==> config.mk <==
export PLATFORM = sky130hd
export DESIGN_NAME = prio_irq_ctrl
export DESIGN_NICKNAME = d
export VERILOG_FILES = /design/src/rtl/prio_irq_pkg.sv /design/src/rtl/irq_flags.sv /design/src/rtl/irq_prio.sv /design/src/rtl/irq_gate.sv /design/src/rtl/prio_irq_ctrl.sv
export SDC_FILE = /design/constraint.sdc
export NUM_CORES = 1
export LEC_CHECK = 0
export BUFFER_PORTS_ARGS = -buffer_cell sky130_fd_sc_hd__buf_2
export CORE_ASPECT_RATIO = 1.2
export CORE_UTILIZATION = 35
export CTS_BUF_LIST = sky130_fd_sc_hd__clkbuf_8
export DETAILED_ROUTE_END_ITERATION = 10
export GPL_TIMING_DRIVEN = 0
export MAX_ROUTING_LAYER = met4
export PLACE_DENSITY = 0.61
export SLEW_MARGIN = 20
export SYNTH_ARGS = -nofsm -noshare
export SYNTH_HDL_FRONTEND = slang
export SYNTH_HIERARCHICAL = 1
export SYNTH_SLANG_ARGS = --single-unit
==> constraint.sdc <==
create_clock -name clk -period 2.6 [get_ports clk]
set_input_delay 0.39 -clock clk [delete_from_list [all_inputs] [get_ports clk]]
set_output_delay 0.39 -clock clk [all_outputs]
set_load 0.05 [all_outputs]
==> src/rtl/prio_irq_pkg.sv <==
package prio_irq_pkg;
  // Boundary information reported by the core each cycle
  typedef struct packed {
    logic retire;
    logic busy;
    logic reti;
    logic sei;
    logic cli;
  } core_evt_t;
endpackage

==> src/rtl/irq_flags.sv <==
module irq_flags #(
  parameter int NUM_SRC = 6,
  parameter logic [NUM_SRC-1:0] EVT_MASK = '1
) (
  input  logic               clk,
  input  logic               rst_n,
  input  logic [NUM_SRC-1:0] src_req_i,
  input  logic [NUM_SRC-1:0] src_en_i,
  input  logic [NUM_SRC-1:0] clr_i,
  input  logic [NUM_SRC-1:0] taken_i,
  output logic [NUM_SRC-1:0] flag_o,
  output logic [NUM_SRC-1:0] req_o
);
  for (genvar i = 0; i < NUM_SRC; i++) begin : g_src
    if (EVT_MASK[i]) begin : g_evt
      logic flag_q;
      always_ff @(posedge clk) begin
        if (!rst_n)            flag_q <= 1'b0;
        else if (src_req_i[i]) flag_q <= 1'b1;
        else if (clr_i[i] || taken_i[i]) flag_q <= 1'b0;
      end
      assign flag_o[i] = flag_q;
      assign req_o[i]  = flag_q & src_en_i[i];

      AST_EVT_STICKY: assert property (@(posedge clk) disable iff (!rst_n)
        src_req_i[i] |=> flag_o[i]);
    end else begin : g_lvl
      assign flag_o[i] = 1'b0;
      assign req_o[i]  = src_req_i[i] & src_en_i[i];
    end
  end
endmodule

==> src/rtl/irq_prio.sv <==
module irq_prio #(
  parameter int NUM_SRC = 6,
  parameter int VEC_W   = 3
) (
  input  logic [NUM_SRC-1:0] req_i,
  output logic               any_o,
  output logic [VEC_W-1:0]   vec_o,
  output logic [NUM_SRC-1:0] hit_o
);
  assign any_o = |req_i;

  // Scan from the top down so the lowest index is written last
  always_comb begin
    vec_o = '0;
    hit_o = '0;
    for (int i = NUM_SRC - 1; i >= 0; i--) begin
      if (req_i[i]) begin
        vec_o    = VEC_W'(i + 1);
        hit_o    = '0;
        hit_o[i] = 1'b1;
      end
    end
  end
endmodule

==> src/rtl/irq_gate.sv <==
module irq_gate
  import prio_irq_pkg::*;
#(
  parameter int RESP_CYC = 4
) (
  input  logic      clk,
  input  logic      rst_n,
  input  core_evt_t evt_i,
  input  logic      block_i,
  input  logic      any_i,
  output logic      accept_o,
  output logic      gie_o
);
  localparam int CNT_W = $clog2(RESP_CYC + 1);

  logic             gie_q;
  logic             shadow_q;
  logic [CNT_W-1:0] win_q;
  logic             enable_evt;

  assign enable_evt = evt_i.reti | evt_i.sei;

  assign accept_o = gie_q & any_i & evt_i.retire & ~evt_i.busy & ~evt_i.cli
                  & ~enable_evt & ~shadow_q & ~block_i & (win_q == '0);

  always_ff @(posedge clk) begin
    if (!rst_n) begin
      gie_q    <= 1'b0;
      shadow_q <= 1'b0;
      win_q    <= '0;
    end else begin
      if (evt_i.cli || accept_o) gie_q <= 1'b0;
      else if (enable_evt)       gie_q <= 1'b1;

      if (enable_evt)        shadow_q <= 1'b1;
      else if (evt_i.retire) shadow_q <= 1'b0;

      if (accept_o)            win_q <= CNT_W'(RESP_CYC);
      else if (win_q != '0)    win_q <= win_q - 1'b1;
    end
  end

  assign gie_o = gie_q;

  AST_CLI_DROPS_GIE: assert property (@(posedge clk) disable iff (!rst_n)
    evt_i.cli |=> !gie_q);
  AST_RETURN_RAISES_GIE: assert property (@(posedge clk) disable iff (!rst_n)
    (enable_evt && !evt_i.cli) |=> gie_q);
  AST_SHADOW_HOLDS: assert property (@(posedge clk) disable iff (!rst_n)
    (enable_evt && !evt_i.retire) |=> !accept_o);
endmodule

==> src/rtl/prio_irq_ctrl.sv <==
module prio_irq_ctrl
  import prio_irq_pkg::*;
#(
  parameter int NUM_SRC = 6,
  parameter logic [NUM_SRC-1:0] EVT_MASK = 6'b110101,
  parameter int RESP_CYC = 4,
  localparam int VEC_W = $clog2(NUM_SRC + 1)
) (
  input  logic               clk,
  input  logic               rst_n,
  input  logic [NUM_SRC-1:0] src_req_i,
  input  logic [NUM_SRC-1:0] src_en_i,
  input  logic [NUM_SRC-1:0] flag_clr_i,
  input  logic               retire_i,
  input  logic               busy_i,
  input  logic               reti_i,
  input  logic               sei_i,
  input  logic               cli_i,
  input  logic               block_i,
  output logic               gie_o,
  output logic [NUM_SRC-1:0] flag_o,
  output logic               take_o,
  output logic [VEC_W-1:0]   vec_o
);
  core_evt_t          evt;
  logic [NUM_SRC-1:0] req;
  logic [NUM_SRC-1:0] hit;
  logic [NUM_SRC-1:0] taken;
  logic               any;
  logic               accept;
  logic [VEC_W-1:0]   vec_d;
  logic               take_q;
  logic [VEC_W-1:0]   vec_q;

  assign evt = '{retire: retire_i, busy: busy_i, reti: reti_i, sei: sei_i, cli: cli_i};
  assign taken = accept ? hit : '0;

  irq_flags #(.NUM_SRC(NUM_SRC), .EVT_MASK(EVT_MASK)) u_flags (
    .clk(clk), .rst_n(rst_n), .src_req_i(src_req_i), .src_en_i(src_en_i),
    .clr_i(flag_clr_i), .taken_i(taken), .flag_o(flag_o), .req_o(req)
  );

  irq_prio #(.NUM_SRC(NUM_SRC), .VEC_W(VEC_W)) u_prio (
    .req_i(req), .any_o(any), .vec_o(vec_d), .hit_o(hit)
  );

  irq_gate #(.RESP_CYC(RESP_CYC)) u_gate (
    .clk(clk), .rst_n(rst_n), .evt_i(evt), .block_i(block_i), .any_i(any),
    .accept_o(accept), .gie_o(gie_o)
  );

  always_ff @(posedge clk) begin
    if (!rst_n) begin
      take_q <= 1'b0;
      vec_q  <= '0;
    end else begin
      take_q <= accept;
      vec_q  <= accept ? vec_d : '0;
    end
  end

  assign take_o = take_q;
  assign vec_o  = vec_q;

  AST_VEC_NONZERO: assert property (@(posedge clk) disable iff (!rst_n)
    take_o |-> (vec_o != '0));
  AST_VEC_IDLE: assert property (@(posedge clk) disable iff (!rst_n)
    !take_o |-> (vec_o == '0));
  AST_TAKE_DROPS_GIE: assert property (@(posedge clk) disable iff (!rst_n)
    take_o |-> !gie_o);
  AST_NO_TAKE_AFTER_CLI: assert property (@(posedge clk) disable iff (!rst_n)
    take_o |-> !$past(cli_i));
  AST_TAKE_AT_BOUNDARY: assert property (@(posedge clk) disable iff (!rst_n)
    take_o |-> $past(retire_i && !busy_i));
  AST_TAKE_SINGLE: assert property (@(posedge clk) disable iff (!rst_n)
    take_o |=> !take_o);
  AST_NO_TAKE_BLOCKED: assert property (@(posedge clk) disable iff (!rst_n)
    take_o |-> !$past(block_i));
endmodule

; After elaboration in Yosys (flattened, before gate mapping)
; Cells that the tools add are included.
; Widths: inputs -> output; s select.
[word_totals]
inputBits = 26
output_inout_bits = 11
elab_cells = 79
regBits = 13
[op_classes]
reduce_logical = 19
mux = 25
addsub = 1
bitwise = 22
[ops]
columns = operator, count
row1 = $mux 6, 7
row2 = $mux 3, 5
row3 = $and 1x1->1, 14
row4 = $reduce_bool 2->1, 6
row5 = $mux 1, 11
row6 = $not 1->1, 7
row7 = $reduce_or 6->1, 1
row8 = $logic_or 1x1->1, 5
row9 = $reduce_or 5->1, 1
row10 = $mux 2, 2
row11 = $reduce_or 2->1, 2
row12 = $logic_not 3->1, 1
row13 = $reduce_bool 3->1, 1
row14 = $reduce_or 3->1, 1
row15 = $sub 3x1->3 const B, 1
row16 = $reduce_and 2->1, 1
row17 = $or 1x1->1, 1

; Logic depth before layout (Yosys ltp)
; Gate-level depths: netlist of the first run.
[depth]
ltp_word = 14
ltp_mapped = 8
mapped_depth_nobuf = 8

; Cells and area by module
; The synthesis of the first run kept the hierarchy.
[modules_own_cells]
columns = module, area_each_um2, n_inst, seq_area_each_um2, cells_per_inst
row1 = irq_gate, 284.0, 1, 100.1, 26
row2 = irq_flags, 251.5, 1, 80.1, 25
row3 = prio_irq_ctrl, 151.4, 1, 80.1, 14
row4 = irq_prio, 102.6, 1, 0.0, 16

; Worst setup path after synthesis of the first run
; Ideal clock, no wire load.
[synth_timing]
kind = input to register
start = input port src_req_i[1]
end = register u_flags.g_src[2].g_evt.flag_q
t_required_ps = 2542
stages = 8
t_arrival_ps = 1685
n_path_buf = 0
setup_ps = 58
setup_slack_ps = 858
path_cell_list = and2_1 > nor3_2 > nand2_1 > and3b_1 > and4_4 > and2_2 > nor3b_2 > o21a_1
[synth_between]
elab_chain_len = 13
[synth_rtl]
columns = element, line
row1 = from (decl), prio_irq_ctrl.sv:11  ; input logic [NUM_SRC-1:0] src_req_i,
row2 = $and 1x1->1, irq_flags.sv:29  ; assign req_o[i] = src_req_i[i] & src_en_i[i];
row3 = $reduce_or 6->1, irq_prio.sv:10  ; assign any_o = |req_i;
row4 = named net any, prio_irq_ctrl.sv:29  ; logic any;
row5 = $and 1x1->1 (4 in series), irq_gate.sv:23  ; assign accept_o = gie_q & any_i & evt_i.retire & ~evt_i.busy & ~evt_i.cli
row6 = $and 1x1->1 (4 in series), irq_gate.sv:24  ; & ~enable_evt & ~shadow_q & ~block_i & (win_q == '0);
row7 = named net accept, prio_irq_ctrl.sv:30  ; logic accept;
row8 = $mux 6, prio_irq_ctrl.sv:36  ; assign taken = accept ? hit : '0;
row9 = named net taken[2], prio_irq_ctrl.sv:28  ; logic [NUM_SRC-1:0] taken;
row10 = $logic_or 1x1->1, irq_flags.sv:20  ; else if (clr_i[i] || taken_i[i]) flag_q <= 1'b0;
row11 = $reduce_bool 2->1 (no source line), --
row12 = to (signal assigned), irq_flags.sv:18  ; if (!rst_n) flag_q <= 1'b0;
row13 = to (signal assigned), irq_flags.sv:19  ; else if (src_req_i[i]) flag_q <= 1'b1;
row14 = to (signal assigned), irq_flags.sv:20
row15 = to (decl), irq_flags.sv:16  ; logic flag_q;
; The timed path passes the listed nets, and every way through them passes these cells.
; A chain may end at the register's enable or synchronous reset.

; Worst setup path after layout of the first run
[layout_timing]
start = register u_flags.g_src[4].g_evt.flag_q
end = register u_flags.g_src[4].g_evt.flag_q
[layout_between]
elab_chain_len = 13
[layout_rtl]
columns = element, line
row1 = from (decl), irq_flags.sv:16
row2 = from (signal assigned), irq_flags.sv:18
row3 = from (signal assigned), irq_flags.sv:19
row4 = from (signal assigned), irq_flags.sv:20
row5 = $and 1x1->1, irq_flags.sv:23  ; assign req_o[i] = flag_q & src_en_i[i];
row6 = named net req[4], prio_irq_ctrl.sv:26  ; logic [NUM_SRC-1:0] req;
row7 = $reduce_or 6->1, irq_prio.sv:10
row8 = named net any, prio_irq_ctrl.sv:29
row9 = $and 1x1->1 (4 in series), irq_gate.sv:23
row10 = $and 1x1->1 (4 in series), irq_gate.sv:24
row11 = named net accept, prio_irq_ctrl.sv:30
row12 = $mux 6, prio_irq_ctrl.sv:36
row13 = named net taken[4], prio_irq_ctrl.sv:28
row14 = $logic_or 1x1->1, irq_flags.sv:20
row15 = $reduce_bool 2->1 (no source line), --
; The timed path passes the listed nets, and every way through them passes these cells.

==> metrics.md, run 1 <==
| Metric | Value |
|---|---|
| Layout area overhead | 32.1% |
| Routability Congestion | 0.683 |
| CTS tree | yes |
| Largest net degree at the start of global routing | 14 |
| Tmin final | 1.80 ns |
| M1 GR Usage | 14.8% |
| Clk sink count | 13 |
| Share of layout cells above drive strength 1 | 53.9% |
| Hold_sp | src_req_i[0] |
| CP Cell Sequence | and2_2 > nor3_1 > nand2_1 > and3b_1 > and4_4 > and2_2 > nor3b_2 > o21a_1 |
| Final setup fails | 0 |
| Required time worst endpoint | 2.78 ns |
| Hold Path Depth | 2 |
| PortBufs | 32 |
| VDD IR max | 390 uV |
| Sw frac | 30.1% |
| R2R Path Start | u_flags/g_src[4].g_evt.flag_q |
| TritonCTS buffer count | 3 |
| Worst skew pair latency | 0.24 ns |
| Synthesis Warnings | 6 |
| Worst clock skew | 0.00353 ns |
| Worst Hold Class | input port to register |
| Status | completed |
| Final wirelength | 1.33 mm |
| GRT overflow | 0 |
| MaxCap Viol Count | 0 |
| CP startpoint | u_flags/g_src[4].g_evt.flag_q |
| Syn Inst Count | 78 |
| Pwr/cell area | 630 nW/um2 |
| Most crowded layer after global routing | met2 |
| Antenna violations before repair | 0 |
| Cell count of the worst reg-to-reg path | 8 |
| Netlist Area Pre-Place | 768 um2 |
| Fill cells | 220 |
| Std-Cell Core Area | 2070 um2 |
| WS Path Type | register to register |
| Crit path depth | 8 |
| Power Internal | 0.000447 W |
| Clk slew on worst S/H paths | 0.05 ns |
| Maximum fanout along the worst path | 10 |
| Chip Width | 44.8 um |
| Fin. Hold Viols | 0 |
| Gr usage total | 12.3% |
| Final period util | 69.3% |
| Most used cell, CP | and2_2 |
| CP Capture Type | register |
| Die H | 53.3 um |
| # rows | 18 |
| CP arrival | 1.99 ns |
| Num ports | 37 |
| Layout Nets | 144 |
| Setup TNS | 0 ns |
| Max frequency | 555 MHz |
| Vias | 633 |
| Area occupied by multi-input gates | 452 um2 |
| Cell area after layout | 1010 um2 |
| Clock Power Share | 27.4% |
| First-pass GRT wire length | 2.09 mm |
| Die area | 2390 um2 |
| Final HPWL DP | 1.03 mm |
| Sw power | 0.000192 W |
| # hold bufs at CTS | 0 |
| Initial core utilization | 37.1% |
| Setup Fix Bufs, Post-CTS | 0 |
| Wire length per cell | 9.14 um |
| CTS Buffer Depth | 2 |
| Detailed Route Iter0 Violations | 3 |
| CP bufs+invs | 0 |
| DRC viols | 0 |
| RSZ-0062 raised after global routing | no |
| Register area | 260 um2 |
| Length of the first detailed-routing pass in iterations | 3 |
| Syn Area/Cell | 9.85 um2 |
| H-Tree Depth | 1 |
| Root Driver | clkbuf_8 |
| Leakage | 0.502 nW |
| Combinational Power Share | 34.5% |
| Slowest-stage cell, CP | dfxtp_1 |
| # diodes | 0 |
| Final slew viol count | 0 |
| Area after DPL | 970 um2 |
| CP top delay family | simple AND/OR/NAND/NOR gates |
| CP startpoint kind | register |
| Final non-filler cell total | 145 |
| Reg power frac | 38.1% |
| ANT nets after route | 0 |
| GRT met3 Usage | 3.07% |
| Total placed cells including tap cells | 141 |
| Vias per cell | 4.37 |
| PostCTS Resize Cnt | 0 |
| Vias in the first global route | 525 |
| Largest stage delay on the critical path | 0.31 ns |
| Met2 Usage GRT | 19.1% |
-- worst paths after layout --
| check | slack (ns) | endpoint |
|---|---|---|
| hold / removal | 0.36 | u_flags/g_src[0].g_evt.flag_q |
| setup reg to reg | 0.80 | u_flags/g_src[4].g_evt.flag_q |
| setup / recovery | 0.80 | u_flags/g_src[4].g_evt.flag_q |
| hold reg to reg | 0.59 | u_gate/shadow_q |
-- sequential cells by signal, indices dropped and copies added (netlist names) --
name,count
u_flags/g_src.g_evt.flag_q,4
u_gate/win_q,3
vec_o,3
take_o,1
u_gate/gie_o,1
u_gate/shadow_q,1
-- metrics by stage --
step,utilization [%],setup WS [ns],hold WS (ns),total power [W]
after floorplan,-,0.865,0.461,0.000421
after global placement,46.8,0.627,0.577,0.000461
after detailed placement,46.8,0.611,0.578,0.000467
after CTS,49.0,0.807,0.354,0.000643
after global routing,49.0,0.666,0.353,0.000680
final,49.0,0.799,0.357,0.000639
-- layout make-up --
type / count / area share, %
Tap cell: 30 / 3.70
Buffer: 7 / 5.18
Inverter: 2 / 0.740
Clock inverter: 1 / 0.370
Clock buffer: 3 / 4.07
Multi-Input combinational cell: 57 / 44.5
Sequential cell: 13 / 25.6
Timing Repair Buffer: 32 / 15.8
-- per-layer routing --
metal,share of wire [%],wire length (um),up-vias
li1,-,-,331
met2,47,625,15
met1,47,620,285
met5,0,0,-
met4,0.75,10,0
met3,5.1,68,2
-- power groups by stage --
stage | Sequential [W] | Clock (W) | Combinational [W]
floorplan | 0.000247 | 0 | 0.000174
global placement | 0.000246 | 0 | 0.000215
detailed placement | 0.000248 | 0 | 0.000219
CTS | 0.000243 | 0.000179 | 0.000221
global route | 0.000246 | 0.000192 | 0.000242
finish | 0.000243 | 0.000175 | 0.000221
-- placed cells by master, fill, tap and decap left out, types with 2 or more instances in the layout --
| cell | n |
|---|---|
| conb_1 | 2 |
| buf_2 | 32 |
| and2_2 | 9 |
| or2b_1 | 2 |
| and2_1 | 2 |
| nor3b_2 | 4 |
| nor3_1 | 2 |
| dfxtp_1 | 13 |
| clkbuf_8 | 3 |
| nor2b_1 | 4 |
| and3_1 | 5 |
| ha_1 | 2 |
| o21a_1 | 5 |
| inv_1 | 3 |
| nor2_1 | 4 |
| buf_4 | 7 |
No activity file was read; power rests on OpenSTA's default activity.
==> inputs of run 2 (changes only) <==
PLACE_DENSITY = 0.63   (was 0.61)
clock period = 1.6 ns   (was 2.6 ns; I/O delays follow)
==> metrics.md, run 2 (same netlist as run 1, synthesis figures left out) <==
| Metric | Value |
|---|---|
| # rows | 18 |
| Length of the first detailed-routing pass in iterations | 4 |
| Final HPWL DP | 1.07 mm |
| Antenna violations before repair | 0 |
| Most common cell after layout, fill and taps aside | buf_2 |
| Clk sink count | 13 |
| WS Path Type | register to register |
| Final wirelength | 1.56 mm |
| DRC viols | 0 |
| # diodes | 0 |
| # hold bufs at CTS | 0 |
| Fin worst setup slack | -0.0776 ns |
| CP startpoint kind | register |
| Max frequency | 596 MHz |
| Worst clock skew | 0.00244 ns |
| Largest net degree at the start of global routing | 14 |
| Tmin final | 1.68 ns |
| Root Driver | clkbuf_8 |
| Maximum fanout along the worst path | 3 |
| Fill cells | 205 |
| Clk slew on worst S/H paths | 0.06 ns |
| Failing checks | setup timing |
| Gr usage total | 15.0% |
| Vias in the first global route | 602 |
| Layout area overhead | 49.2% |
| Max reg flops | 4 |
| Initial core utilization | 37.1% |
| VDD IR max | 519 uV |
| Final non-filler cell total | 158 |
| Wire length per cell | 9.86 um |
| Std-Cell Core Area | 2070 um2 |
| Leakage | 0.583 nW |
| Share of layout cells above drive strength 1 | 63.3% |
| Layout Utilization | 55.3% |
| Die H | 53.3 um |
| Die area | 2390 um2 |
| Vias per cell | 4.42 |
| First-pass GRT wire length | 2.53 mm |
| CP Capture Type | register |
| Chip Width | 44.8 um |
| Detailed Route Iter0 Violations | 11 |
| GRT overflow | 0 |
| Num ports | 37 |
| Required time worst endpoint | 1.78 ns |
| Area after DPL | 977 um2 |
| Final setup fails | 6 |
| Cell area after layout | 1150 um2 |
| RSZ-0062 raised after global routing | yes |
| H-Tree Depth | 1 |
| Total placed cells including tap cells | 141 |
| TritonCTS buffer count | 3 |
| Vias | 699 |
| CTS tree | yes |
| Pwr/cell area | 968 nW/um2 |
| Worst Hold Class | input port to register |
| Most frequent cells in the layout | buf_2, buf_4, dfxtp_1 |
| Final period util | 105% |
| Register bank with the most flops | u_flags/g_src.g_evt.flag_q |
| Routability Congestion | 0.717 |
| Final slew viol count | 0 |
| CP arrival | 1.86 ns |
| Status | finished, violations left |
| Pre-CTS setup slack | -0.221 ns |
| Layout Nets | 157 |
| Min Hold Slack | 0.195 ns |
| PortBufs | 32 |
| Fin. Hold Viols | 0 |
| MaxCap Viol Count | 0 |
| CTS Buffer Depth | 2 |
| ANT nets after route | 0 |
| Worst skew pair latency | 0.24 ns |
==> run 2: cell count changes in the layout (fill, tap and decap cells not counted) <==
cell	change
and2_2	-8
and2_4	+8
buf_4	+13
dfxtp_1	-4
dfxtp_2	+4
nor2b_1	-1
nor2b_4	+1
nor3_1	-1
nor3_4	+1
==> run 2: layer usage <==
metal  wire [um]  global-route usage, %  part of all wire, %  vias up
met5           0                      -                    0        -
met3          56                   2.39                  3.6        4
met2         816                   23.8                   52       17
met4          34                   10.1                  2.2        0
li1            -                      -                    -      357
met1         651                   17.3                   42      321
==> run 2: report_power, final <==
part | switching [W] | internal (W) | total (W)
registers | 0.0000295 | 0.000371 | 0.000401
logic | 0.000188 | 0.000237 | 0.000426
clock network | 0.000114 | 0.000169 | 0.000283
total | 0.000332 | 0.000777 | 0.00111
==> run 2: area by class of cell <==
type	count	area (um2)	area share, %
inverters	2	7.51	0.655
clock inverters	1	3.75	0.328
flip-flops and latches	13	265	23.1
well taps	30	37.5	3.28
clock buffers	3	41.3	3.60
plain buffers	7	52.6	4.59
multi-input cells	57	480	41.9
repair buffers	45	258	22.5
==> run 2: path summary, 6_finish.rpt <==
kind	startpoint	end	slack, ns	depth (start not counted)
worst max-delay path	u_flags/g_src[4].g_evt.flag_q	vec_o[2]	-0.08	11
worst min-delay path	src_req_i[4]	u_flags/g_src[4].g_evt.flag_q	0.20	2
worst max register to register	u_flags/g_src[4].g_evt.flag_q	vec_o[2]	-0.08	11
worst min register to register	u_gate/shadow_q	u_gate/shadow_q	0.59	2
==> run 2: critical path: stages, from the launching register on <==
cell     delay (ns)
dfxtp_2        0.33
and2_4         0.14
nor3_2         0.05
buf_4          0.12
buf_4          0.12
buf_4          0.12
buf_4          0.12
buf_4          0.12
buf_4          0.12
buf_4          0.13
nor2b_2        0.11
and3_1         0.15
==> run 2: through the flow <==
step                power [W]  TNS (ns)
finish                0.00111    -0.317
global placement     0.000755    -0.757
floorplan            0.000686         0
global route          0.00118    -0.880
CTS                   0.00109    -0.132
detailed placement   0.000764    -0.868
==> run 2: timing repair <==
item / in CTS / in global routing
pin swaps: 13 / 1
buffers inserted: 12 / 1
gates resized for setup: 10 / 3
gates cloned: 0 / 0
endpoints found under the setup margin: 4 / 8
